<file path="config.mk">
export PLATFORM = sky130hd
export DESIGN_NAME = sensorFrameTx
export DESIGN_NICKNAME = d
export VERILOG_FILES = /design/src/rtl/sensorTxPkg.sv /design/src/rtl/nibbleEncoder.sv /design/src/rtl/frameDatapath.sv /design/src/rtl/txControl.sv /design/src/rtl/sensorFrameTx.sv
export SDC_FILE = /design/constraint.sdc
export NUM_CORES = 1
export LEC_CHECK = 0
export ABC_AREA = 1
export BUFFER_PORTS_ARGS = -buffer_cell sky130_fd_sc_hd__buf_2
export CAP_MARGIN = 10
export CORE_UTILIZATION = 61
export DETAILED_ROUTE_END_ITERATION = 7
export GPL_TIMING_DRIVEN = 0
export HOLD_SLACK_MARGIN = 0.03
export PLACE_DENSITY = 0.8
export SLEW_MARGIN = 30
export SYNTH_ARGS = -nofsm -noshare
export SYNTH_HDL_FRONTEND = slang
export SYNTH_SLANG_ARGS = --single-unit
</file>
<file path="constraint.sdc">
create_clock -name clk -period 2.6 [get_ports clk]
set_input_delay 0.26 -clock clk [delete_from_list [all_inputs] [get_ports clk]]
set_output_delay 0.26 -clock clk [all_outputs]
set_load 0.05 [all_outputs]
</file>
<file path="src/rtl/sensorTxPkg.sv">
package sensorTxPkg;

  localparam logic [7:0] PREAMBLE_BYTE  = 8'hAA;
  localparam logic [7:0] SYNC_BYTE      = 8'h99;
  localparam logic [7:0] LINE_MASK      = 8'hAA;
  localparam int         PREAMBLE_COUNT = 4;
  localparam int         HEADER_BYTES   = PREAMBLE_COUNT + 1;

  typedef enum logic [1:0] {
    ST_IDLE,
    ST_ARM,
    ST_SEND,
    ST_GAP
  } txState_t;

  // strobes from the sequencer to the serializer
  typedef struct packed {
    logic capture;    // copy payload input into holding registers
    logic startCopy;  // put bit 0 of byte 0 on the line
    logic advance;    // move to the next bit
    logic stopLine;   // force line low after the final bit
  } txStrobes_t;

endpackage

</file>
<file path="src/rtl/nibbleEncoder.sv">
module nibbleEncoder
  import sensorTxPkg::*;
(
  input  logic [3:0] nibble,
  output logic [7:0] code
);

  logic [7:0] widened;

  generate
    for (genvar i = 0; i < 4; i++) begin : gDouble
      assign widened[2*i]   = nibble[i];
      assign widened[2*i+1] = nibble[i];
    end
  endgenerate

  assign code = ~(widened ^ LINE_MASK);

endmodule

</file>
<file path="src/rtl/frameDatapath.sv">
module frameDatapath
  import sensorTxPkg::*;
#(
  parameter int NIBBLES = 4
) (
  input  logic               clk,
  input  logic               rstN,
  input  txStrobes_t         strobes,
  input  logic [4*NIBBLES-1:0] payloadIn,
  output logic               lineOut,
  output logic               lastBit
);

  localparam int FRAME_BYTES = HEADER_BYTES + NIBBLES;
  localparam int IDX_W       = $clog2(FRAME_BYTES);
  localparam logic [IDX_W-1:0] LAST_IDX = IDX_W'(FRAME_BYTES - 1);

  logic [4*NIBBLES-1:0] payReg;
  logic [7:0]           encBytes   [NIBBLES];
  logic [7:0]           frameBytes [FRAME_BYTES];
  logic [IDX_W-1:0]     byteIdx;
  logic [2:0]           bitIdx;
  logic [IDX_W-1:0]     nextByte;
  logic [IDX_W-1:0]     safeByte;
  logic [2:0]           nextBit;
  logic                 lineReg;

  generate
    for (genvar n = 0; n < NIBBLES; n++) begin : gEnc
      nibbleEncoder encI (
        .nibble(payReg[4*n +: 4]),
        .code  (encBytes[n])
      );
    end
    for (genvar k = 0; k < FRAME_BYTES; k++) begin : gFrame
      if (k < PREAMBLE_COUNT) begin : gPre
        assign frameBytes[k] = PREAMBLE_BYTE;
      end else if (k == PREAMBLE_COUNT) begin : gSync
        assign frameBytes[k] = SYNC_BYTE;
      end else begin : gPay
        assign frameBytes[k] = encBytes[k - HEADER_BYTES];
      end
    end
  endgenerate

  always_comb begin
    if (bitIdx == 3'd7) begin
      nextByte = byteIdx + 1'b1;
      nextBit  = 3'd0;
    end else begin
      nextByte = byteIdx;
      nextBit  = bitIdx + 1'b1;
    end
    safeByte = (nextByte > LAST_IDX) ? '0 : nextByte;
  end

  assign lastBit = (byteIdx == LAST_IDX) && (bitIdx == 3'd7);

  always_ff @(posedge clk) begin
    if (!rstN) begin
      payReg  <= '0;
      byteIdx <= '0;
      bitIdx  <= '0;
      lineReg <= 1'b0;
    end else begin
      if (strobes.capture) payReg <= payloadIn;
      if (strobes.startCopy) begin
        byteIdx <= '0;
        bitIdx  <= '0;
        lineReg <= frameBytes[0][0];
      end else if (strobes.advance) begin
        byteIdx <= safeByte;
        bitIdx  <= nextBit;
        lineReg <= frameBytes[safeByte][nextBit];
      end else if (strobes.stopLine) begin
        lineReg <= 1'b0;
      end
    end
  end

  assign lineOut = lineReg;

  // byte pointer never leaves the frame
  assert_index_range_R4 : assert property (@(posedge clk) disable iff (!rstN)
    byteIdx <= LAST_IDX);

  // payload holding registers only change on a capture strobe
  assert_hold_payload_R10 : assert property (@(posedge clk) disable iff (!rstN)
    !$stable(payReg) |-> $past(strobes.capture));

endmodule

</file>
<file path="src/rtl/txControl.sv">
module txControl
  import sensorTxPkg::*;
#(
  parameter int GAP_CYCLES    = 31200,
  parameter int PERIOD_CYCLES = 133333333
) (
  input  logic       clk,
  input  logic       rstN,
  input  logic       startReq,
  input  logic       bitTick,
  input  logic       lastBit,
  output txStrobes_t strobes,
  output logic       busy,
  output logic       done
);

  localparam int PER_W = $clog2(PERIOD_CYCLES);
  localparam int GAP_W = $clog2(GAP_CYCLES + 1);
  localparam logic [PER_W-1:0] PER_LAST = PER_W'(PERIOD_CYCLES - 1);
  localparam logic [GAP_W-1:0] GAP_LAST = GAP_W'(GAP_CYCLES - 1);

  txState_t         state;
  logic             copyIdx;
  logic [GAP_W-1:0] gapCnt;
  logic [PER_W-1:0] periodCnt;
  logic             fire;
  logic             busyReg;
  logic             doneReg;

  assign fire = (periodCnt == PER_LAST);

  always_comb begin
    strobes.capture   = (state == ST_IDLE) && (startReq || fire);
    strobes.startCopy = (state == ST_ARM) && bitTick;
    strobes.advance   = (state == ST_SEND) && bitTick && !lastBit;
    strobes.stopLine  = (state == ST_SEND) && bitTick && lastBit;
  end

  always_ff @(posedge clk) begin
    if (!rstN) begin
      state     <= ST_IDLE;
      copyIdx   <= 1'b0;
      gapCnt    <= '0;
      periodCnt <= '0;
      busyReg   <= 1'b0;
      doneReg   <= 1'b0;
    end else begin
      doneReg   <= 1'b0;
      periodCnt <= fire ? '0 : periodCnt + 1'b1;
      case (state)
        ST_IDLE: begin
          if (startReq || fire) begin
            state   <= ST_ARM;
            copyIdx <= 1'b0;
          end
        end
        ST_ARM: begin
          if (bitTick) begin
            state   <= ST_SEND;
            busyReg <= 1'b1;
          end
        end
        ST_SEND: begin
          if (bitTick && lastBit) begin
            if (!copyIdx) begin
              state   <= ST_GAP;
              copyIdx <= 1'b1;
              gapCnt  <= '0;
            end else begin
              state   <= ST_IDLE;
              busyReg <= 1'b0;
              doneReg <= 1'b1;
            end
          end
        end
        ST_GAP: begin
          if (gapCnt == GAP_LAST) state <= ST_ARM;
          else gapCnt <= gapCnt + 1'b1;
        end
        default: state <= ST_IDLE;
      endcase
    end
  end

  assign busy = busyReg;
  assign done = doneReg;

  // completion pulse only once busy has dropped
  assert_done_idle_R7 : assert property (@(posedge clk) disable iff (!rstN)
    done |-> !busy);

  // completion pulse lasts one cycle
  assert_done_pulse_R7 : assert property (@(posedge clk) disable iff (!rstN)
    done |=> !done);

  // busy only rises on a strobe edge
  assert_busy_on_strobe_R6 : assert property (@(posedge clk) disable iff (!rstN)
    $rose(busy) |-> $past(bitTick));

  // a request during a transfer does not re-arm the sequencer
  assert_ignore_busy_R9 : assert property (@(posedge clk) disable iff (!rstN)
    (state == ST_SEND) && !bitTick |=> state == ST_SEND);

endmodule

</file>
<file path="src/rtl/sensorFrameTx.sv">
module sensorFrameTx
  import sensorTxPkg::*;
#(
  parameter int NIBBLES       = 4,
  parameter int GAP_CYCLES    = 31200,
  parameter int PERIOD_CYCLES = 133333333
) (
  input  logic                 clk,
  input  logic                 rstN,
  input  logic                 bitTick,
  input  logic                 startReq,
  input  logic [4*NIBBLES-1:0] payloadIn,
  output logic                 lineOut,
  output logic                 busy,
  output logic                 done
);

  txStrobes_t strobes;
  logic       lastBit;

  txControl #(
    .GAP_CYCLES   (GAP_CYCLES),
    .PERIOD_CYCLES(PERIOD_CYCLES)
  ) ctrlI (
    .clk     (clk),
    .rstN    (rstN),
    .startReq(startReq),
    .bitTick (bitTick),
    .lastBit (lastBit),
    .strobes (strobes),
    .busy    (busy),
    .done    (done)
  );

  frameDatapath #(
    .NIBBLES(NIBBLES)
  ) dpI (
    .clk      (clk),
    .rstN     (rstN),
    .strobes  (strobes),
    .payloadIn(payloadIn),
    .lineOut  (lineOut),
    .lastBit  (lastBit)
  );

  // line is quiet whenever no transfer is active
  assert_idle_low_R8 : assert property (@(posedge clk) disable iff (!rstN)
    !busy |-> !lineOut);

  // line moves only on strobe edges
  assert_line_on_strobe_R3 : assert property (@(posedge clk) disable iff (!rstN)
    !$stable(lineOut) |-> $past(bitTick));

endmodule

</file>
Word-level counts from Yosys, hierarchy flattened

Index checks and enable logic that the tools add are counted.

Word-level logic and storage cells: 90
Bits in registers: 71

$lt $le $gt $ge: 3
Bitwise gates (word level): 10
Add/sub/neg operators: 4
Mux-type cells: 28
Reductions and logical operators: 21
Equal/unequal tests: 14

Operators by type and width:

| operator                | number |
|---|---|
| $mux W15                | 3 |
| $bmux W8 S4             | 1 |
| $not A8 Y8              | 4 |
| $pmux W15 S2            | 1 |
| $add A27 B1 Y27 const B | 1 |
| $eq A27 B27 Y1 const B  | 1 |
| $mux W8                 | 2 |
| $not A4 Y4              | 4 |
| $add A15 B1 Y15 const B | 1 |
| $eq A15 B15 Y1 const B  | 1 |
| $reduce_and A4 Y1       | 3 |
| $mux W2                 | 5 |
| $ne A2 B2 Y1 const B    | 5 |
| $mux W1                 | 9 |
| $mux W4                 | 2 |
| $pmux W2 S4             | 1 |
| $reduce_bool A2 Y1      | 4 |
| $logic_and A1 B1 Y1     | 7 |
| $reduce_and A3 Y1       | 2 |
| $ge A5 B5 Y1 const B    | 1 |
| $not A4 Y5              | 1 |
| $add A4 B1 Y4 const B   | 1 |
| $eq A2 B2 Y1 const B    | 2 |
| $eq A4 B4 Y1 const B    | 1 |
| 14 further kinds        | 17 |

Depth between registers and ports, before layout

Gate-level depths: netlist (run 1).

Depth after elaboration: 11
Gate-level depth with buffers: 17
Gate-level depth less buffers: 17

Cells and area by module

A second synthesis (run 1) with hierarchy kept.

Cell total of the unflattened synthesis: 726
Area total of the unflattened synthesis: 4,540.6 µm²

Modules (own cells, without submodules):

| module        | cells each | area each (µm²) | seq. area each (µm²) | times used |
|---|---|---|---|---|
| txControl     | 457        | 2,865.2         | 940.9                | 1 |
| frameDatapath | 237        | 1,495.2         | 480.5                | 1 |
| nibbleEncoder | 8          | 45.0            | 0.0                  | 4 |

Worst setup path before layout (run 1)

OpenSTA, ideal clock, no wires.

Path type: register to register
Start: reg dpI.bitIdx[0]
End: reg dpI.lineReg, in the netlist dpI.lineOut
Setup slack: 0.768 ns
Buffers on the path: 0
Arrival time: 1.762 ns
Cell stages (with the launch flop): 16
Setup time: 0.070 ns
Path through: dfxtp_1 ha_1 ha_1 inv_2 nand2_1 nand2_1 nand2_1 nor2_2 nand3_1 nand2_1 inv_1 a21oi_1 nand2_1 nand3_1 nand3_1 a21oi_1

Word-level cells in the longest chain between the ends: 11
Elaborated cells between the ends (all ways): 18

RTL lines:

| item                                       | line                                     | RTL |
|---|---|---|
| start, declared                            | frameDatapath.sv:22                      | `logic [2:0] bitIdx;` |
| start signal, assigned                     | frameDatapath.sv:73                      | `bitIdx <= nextBit;` |
| $eq A3 B3 Y1                               | frameDatapath.sv:47, frameDatapath.sv:57 |  |
| $mux W4                                    | frameDatapath.sv:47                      | `if (bitIdx == 3'd7) begin` |
| $gt A4 B4 Y1                               | frameDatapath.sv:54                      | `safeByte = (nextByte > LAST_IDX) ? '0 : nextByte;` |
| $mux W4                                    | frameDatapath.sv:54                      |  |
| $not A4 Y5 (implied by the code)           | frameDatapath.sv:74                      | `lineReg <= frameBytes[safeByte][nextBit];` |
| $bmux W8 S4                                | frameDatapath.sv:74                      |  |
| $mux W8 (implied by the code) (2 in a row) | frameDatapath.sv:74                      |  |
| $bmux W1 S3                                | frameDatapath.sv:74                      |  |
| $mux W1 (implied by the code)              | frameDatapath.sv:74                      |  |
| $mux W1                                    | frameDatapath.sv:71                      | `end else if (strobes.advance) begin` |
| end signal, assigned                       | frameDatapath.sv:70                      | `lineReg <= frameBytes[0][0];` |
| end signal, assigned                       | frameDatapath.sv:74                      |  |
| end, declared                              | frameDatapath.sv:26                      | `logic lineReg;` |

Parallel ways exist; a longest one is shown, timed or not. The select of a mux whose other input is x is not followed.
A chain may end at the register's enable or synchronous reset.

Final worst setup path (run 1)

Same ends and word-level chain as after synthesis.

==> results of run 1 <==
-- logic make-up (layout without fill, tap and decap cells) --
| family | Yosys count | after routing | synth area share [%] |
|---|---|---|---|
| AND/OR/NAND/NOR | 260 | 260 | 32.4 |
| AO/OA/AOI/OAI | 100 | 100 | 13.9 |
| buffers and inverters | 88 | 126 | 9.26 |
| flip-flops | 71 | 71 | 37.6 |
| XOR/XNOR | 14 | 14 | 3.24 |
| adder cells (fa/ha/maj) | 11 | 11 | 3.64 |
-- cells in the mapped netlist, drive strengths merged, types with 7 or more instances --
cell type	number	area [um^2]
a21oi	55	275
nor3	22	136
nand4	11	68.8
xor2	12	105
ha	11	138
inv	76	285
buf	9	53.8
dfxtp	71	1420
nor2	63	284
nand3b	7	52.6
nand2	119	472
o21ai	38	194
nand3	34	185
-- per-layer routing --
layer	up-vias	global-route usage (%)	wire length (um)
li1	1831	-	-
met2	53	47.4	3870
met1	1605	33.1	3650
met4	0	11.8	167
met5	-	0	0
met3	14	3.93	238
-- power groups by stage --
stage / logic (mW) / clock network (mW) / registers (mW)
floorplan: 0.481 / 0 / 1.31
global placement: 0.634 / 0 / 1.30
detailed placement: 0.653 / 0 / 1.30
CTS: 0.655 / 0.956 / 1.28
global route: 0.764 / 0.997 / 1.29
finish: 0.658 / 0.949 / 1.28
-- sequential cells by signal, summed over array words and instances (netlist names), 2 cells and up --
name	flops
ctrlI.periodCnt	27
dpI.payReg	16
ctrlI.state	2
dpI.bitIdx	3
dpI.byteIdx	4
ctrlI.gapCnt	15
-- layout by cell type (no fill, tap or decap), types with 3 or more instances in the layout --
cell type  count
nand3_2        3
nor2_1        50
nor2_2        10
nand2_2        7
clkbuf_8      12
nand3_1       31
dfxtp_1       71
a21oi_1       55
inv_1         72
nand4_1       11
buf_2         26
nor3_1        18
o21ai_1        5
xor2_1        12
inv_2          4
o21ai_0       32
nand3b_1       7
clkbuf_1       3
nor2_4         3
ha_1          11
nand2_1      111
nor3_2         3
-- metrics by stage --
step | worst slack (ns) | power (mW)
finish | 0.262 | 2.88
global route | 0.0657 | 3.05
CTS | 0.340 | 2.89
detailed placement | 0.364 | 1.95
global placement | 0.422 | 1.93
floorplan | 0.768 | 1.79
-- area by class of cell --
cell class	count	area, um^2
Buffer	12	65.1
Clock buffer	12	165
Clock inverter	4	51.3
Fill cell	499	1750
Inverter	76	285
Multi-Input combinational cell	385	2010
Sequential cell	71	1420
Tap cell	75	93.8
Timing Repair Buffer	22	110
-- worst max path at each step --
| stage | to | slack [ns] |
|---|---|---|
| after floorplan | dpI.lineOut | 0.77 |
| final | dpI.lineOut | 0.26 |
| after CTS | dpI.lineOut | 0.34 |
| after detailed placement | dpI.lineOut | 0.36 |
| after global placement | dpI.lineOut | 0.42 |
| after global routing | dpI.lineOut | 0.07 |
-- critical path: stages (launching register included) --
cell and delay, ns:
dfxtp_1 0.36, ha_1 0.17, ha_1 0.31, inv_2 0.08, nand2_1 0.10, nand3_1 0.09
buf_2 0.20, o21ai_0 0.27, nand2_1 0.09, nand3_1 0.11, nand2_1 0.08, nand2_1 0.06
nand2_1 0.05, nand3_1 0.07, nand3_1 0.11, a21oi_1 0.13
==> impl_metrics.tcl, run 1 <==
set metrics [dict create \
    final_nets 608 \
    grt_pass1_vias 3277 \
    combPwrFrac_pct 22.8 \
    syn_avg_cell_area_um2 6.96 \
    clock-sinks 71 \
    synth_edf_count 0 \
    crit_path_end_kind "flip-flop" \
    p_leak_nw 1.71 \
    dpl.cell_count 641 \
    cts_max_level 3 \
    worstHoldEndpoint "dpI.payReg[4]" \
    area_growth_pct 11.1 \
    wl_per_cell_um 12.0 \
    tightest_slew_ns 0.445 \
    netlist_area_um2 3780 \
    internal_power_mw 1.96 \
    reg2reg_to "dpI.lineOut" \
    cp-start-kind "flip-flop" \
    synthFlopType "dfxtp_1" \
    dieArea_um2 6520 \
    p_sw_share_pct 32.1 \
    powerDensity_nw_per_um2 686 \
    gr-total-overflow 0 \
    grt_pass1_wl_um 13900 \
    fin_tns_setup_ns 0 \
    rrSetupSlack_ns 0.26 \
    row_count 28 \
    layout-drive-gt1-share_pct 13.6 \
    slew_headroom_pct 70.1 \
    worstHoldPathType "input pin to flip-flop" \
    core_area_um2 5960 \
    finalMaxSlewViolations 0 \
    antenna_found_initial 0 \
    drc 0 \
    start_util_pct 63.5 \
    maxCapViolCount 0 \
    hp-start "payloadIn[4]" \
    first_iter_violations 218 \
    critPathKind "flip-flop to flip-flop" \
    holdPathStages 3 \
    cp_max_fo 10 \
    synthCells 544 \
    routed-via-count 3503 \
    p_seq_share_pct 44.3 \
    root_buffer "clkbuf_8" \
    cts.hold.buffers_added 0 \
    drt_first_pass_iters 5 \
    cts_resized 0 \
    cts_buffers 9 \
    p_sw_mw 0.927 \
    ioPinCount 23 \
    synth.distinct_cells 36 \
    worst_r2r_path_depth 15 \
    hold_violations 0 \
    grt_start_max_net_pins 13 \
    clkPwrFrac_pct 32.9 \
    period_needed_ns 2.34 \
    synth_seq_cells 71 \
    postRouteAntennaNets 0 \
    die_y_um 80.8 \
    cp-startpoint "dpI.bitIdx[0]" \
    synth_nets 575 \
    finClkSkew_ns 0.0107 \
    peakVddDrop_uv 427 \
    setup_viol 0 \
    layoutNonFillerInstCount 657 \
    antenna_cells 0 \
    clk_latency_ns 0.34 \
    clk_path_buf_depth 2 \
    post-dp-hpwl_um 5870 \
    synth.yosys.warnings 0 \
    crit_required_ns 2.87 \
    design_area_um2 4200 \
    cp.arrival_ns 2.61 \
    routabilityCongestion 0.859 \
    fmax_mhz 428 \
    grt.total_usage_pct 27.1 \
    clk_pin_slew_ns 0.07 \
    fin_util_pct 70.6 \
    die_w_um 80.8 \
    ys_async_sr_fraction_pct 0 \
    whs_ns 0.170 \
    cts_tree "yes" \
    placed_area_um2 3990 \
    ys_seq_area_share_pct 37.6 \
    totalWireLength_um 7920 \
    status "completed" \
    r2r-start "dpI.bitIdx[0]" \
    viasPerCell 5.33 \
    io_buffers 22 \
    period_share_pct 89.9 \
    rsz0062_at_grt "no" \
    post_cts_buffers 0 \
]
Power figures use the tool's default switching activity.
==> run 2: changes to the inputs <==
BUFFER_PORTS_ARGS = default   (was -buffer_cell sky130_fd_sc_hd__buf_2)
CAP_MARGIN = default   (was 10)
CORE_UTILIZATION = 63   (was 61)
DONT_BUFFER_PORTS = 1   (was default)
MAX_ROUTING_LAYER = met4   (was default)
PLACE_DENSITY = 0.79   (was 0.8)
==> run 2 against run 1 <==
Effect of this change:
- setup slack improved by 0.16 ns
- sequential share of layout area rose by 0.75 points
- sequential power barely moved
- first-iteration DRC count fell by 2.3%
- critical path type unchanged
- global-route usage rose by 1.2 points
- clock-buffer cell count rose by 1
- via count fell by 2.4%
==> impl_metrics.tcl, run 2 (synthesis gave the netlist of run 1 again) <==
set metrics [dict create \
    reg_top3 "ctrlI.periodCnt x27, dpI.payReg x16, ctrlI.gapCnt x15" \
    clk_latency_ns 0.34 \
    slew_headroom_pct 64.5 \
    post-dp-hpwl_um 5520 \
    finalMaxSlewViolations 0 \
    finClkSkew_ns 0.00940 \
    viasPerCell 5.41 \
    crit_path_end_kind "flip-flop" \
    post_cts_buffers 0 \
    fmax_mhz 460 \
    drc 0 \
    period_share_pct 83.6 \
    routabilityCongestion 0.912 \
    largest-register "ctrlI.periodCnt" \
    maxCapViolCount 0 \
    most-common-layout-cells "nand2_1 (111), inv_1 (72), dfxtp_1 (71)" \
    cp-start-kind "flip-flop" \
    clk_pin_slew_ns 0.07 \
    io_buffers 0 \
    mostFrequentLayoutCell "nand2_1" \
    cp_max_fo 10 \
    grt_start_max_net_pins 12 \
    slowest_stage "dfxtp_1" \
    critical-path-top-delay-family "simple AND/OR/NAND/NOR gates" \
    start_util_pct 67.1 \
    critPathKind "flip-flop to flip-flop" \
    grt_pass1_vias 3211 \
    cts_max_level 3 \
    area_growth_pct 8.70 \
    gr-total-overflow 0 \
    first_iter_violations 213 \
    core_area_um2 5640 \
    hold_violations 0 \
    final_nets 586 \
    powerDensity_nw_per_um2 725 \
    row_count 27 \
    crit_buf_inv 2 \
    cts.hold.buffers_added 0 \
    layout-drive-gt1-share_pct 9.64 \
    root_buffer "clkbuf_8" \
    rsz0062_at_grt "no" \
    clk_path_buf_depth 2 \
    cpMostUsedCell "nand2_1" \
    cts_buffers 9 \
    grt.total_usage_pct 28.3 \
    largest_register_ffs 27 \
    totalWireLength_um 7700 \
    grt_pass1_wl_um 13700 \
    die_w_um 79.5 \
    cpPeakStageDelay_ns 0.35 \
    worstHoldPathType "input pin to flip-flop" \
    crit_required_ns 2.88 \
    antenna_cells 0 \
    period_needed_ns 2.17 \
    fin_total_pwr_mw 2.98 \
    drt_first_pass_iters 5 \
    p_leak_nw 1.63 \
    num-fill-cells 461 \
    fin_tns_setup_ns 0 \
    ioPinCount 23 \
    dieArea_um2 6320 \
    crit_chain "ha_1 -> ha_1 -> inv_2 -> nand2_1 -> nand3_1 -> buf_2 -> o21ai_0 -> nand2_1 -> nand3_1 -> nand2_1 -> nand2_1 -> nand2_1 -> nand3_1 -> nand3_1 -> a21oi_1" \
    status "completed" \
    routed-via-count 3420 \
    cts_resized 0 \
    wl_per_cell_um 12.2 \
    setup_viol 0 \
    peakVddDrop_uv 650 \
    clock-sinks 71 \
    tightest_slew_ns 0.532 \
    die_y_um 79.5 \
    postRouteAntennaNets 0 \
    cp.arrival_ns 2.45 \
    antenna_found_initial 0 \
    cts_tree "yes" \
]
-- run 2: cell types whose count changed in the layout (fill, tap and decap cells not counted) --
cell	delta
clkinvlp_4	-1
clkinv_2	-1
inv_6	-1
bufinv_16	+2
clkbuf_8	-2
clkbuf_1	+3
buf_2	-22
-- run 2: layout make-up --
type / instances / area [um^2] / share of cell area, %
plain buffers: 12 / 65.1 / 1.58
inverters: 76 / 285 / 6.94
clock buffers: 13 / 149 / 3.62
clock inverters: 3 / 90.1 / 2.19
multi-input cells: 385 / 2010 / 48.9
well taps: 72 / 90.1 / 2.19
flip-flops and latches: 71 / 1420 / 34.6
-- run 2: worst paths after layout --
path | start | end | slack [ns] | cells past startpoint
min | payloadIn[7] | dpI.payReg[7] | 0.09 | 2
min reg2reg | dpI.payReg[15] | dpI.payReg[15] | 0.45 | 2
max | dpI.bitIdx[0] | dpI.lineOut | 0.43 | 15
max reg2reg | dpI.bitIdx[0] | dpI.lineOut | 0.43 | 15
-- run 2: through the flow --
stage          cell area (um^2)  setup WS (ns)  hold WS (ns)  util (%)  std cells
4_1_cts                    4110          0.442        0.0870      72.9        632
3_3_place_gp               3870          0.486         0.431      68.7        616
6_report                   4110          0.425        0.0912      72.9        632
5_1_grt                    4110          0.123        0.0976      72.9        632
2_1_floorplan              3780          0.768         0.425         -        544
3_5_place_dp               3870          0.460         0.440      68.7        616
-- run 2: report_power, final --
| group | internal [mW] | switching (mW) |
|---|---|---|
| combinational | 0.209 | 0.402 |
| clock | 0.666 | 0.401 |
| sequential | 1.21 | 0.0961 |
| total | 2.08 | 0.899 |
-- run 2: metal layers --
metal	routed length, um	track usage [%]	up-vias
li1	-	-	1794
met1	3710	34.5	1532
met2	3560	45.5	79
met3	308	6.63	15
met4	112	10.5	0
met5	0	-	-
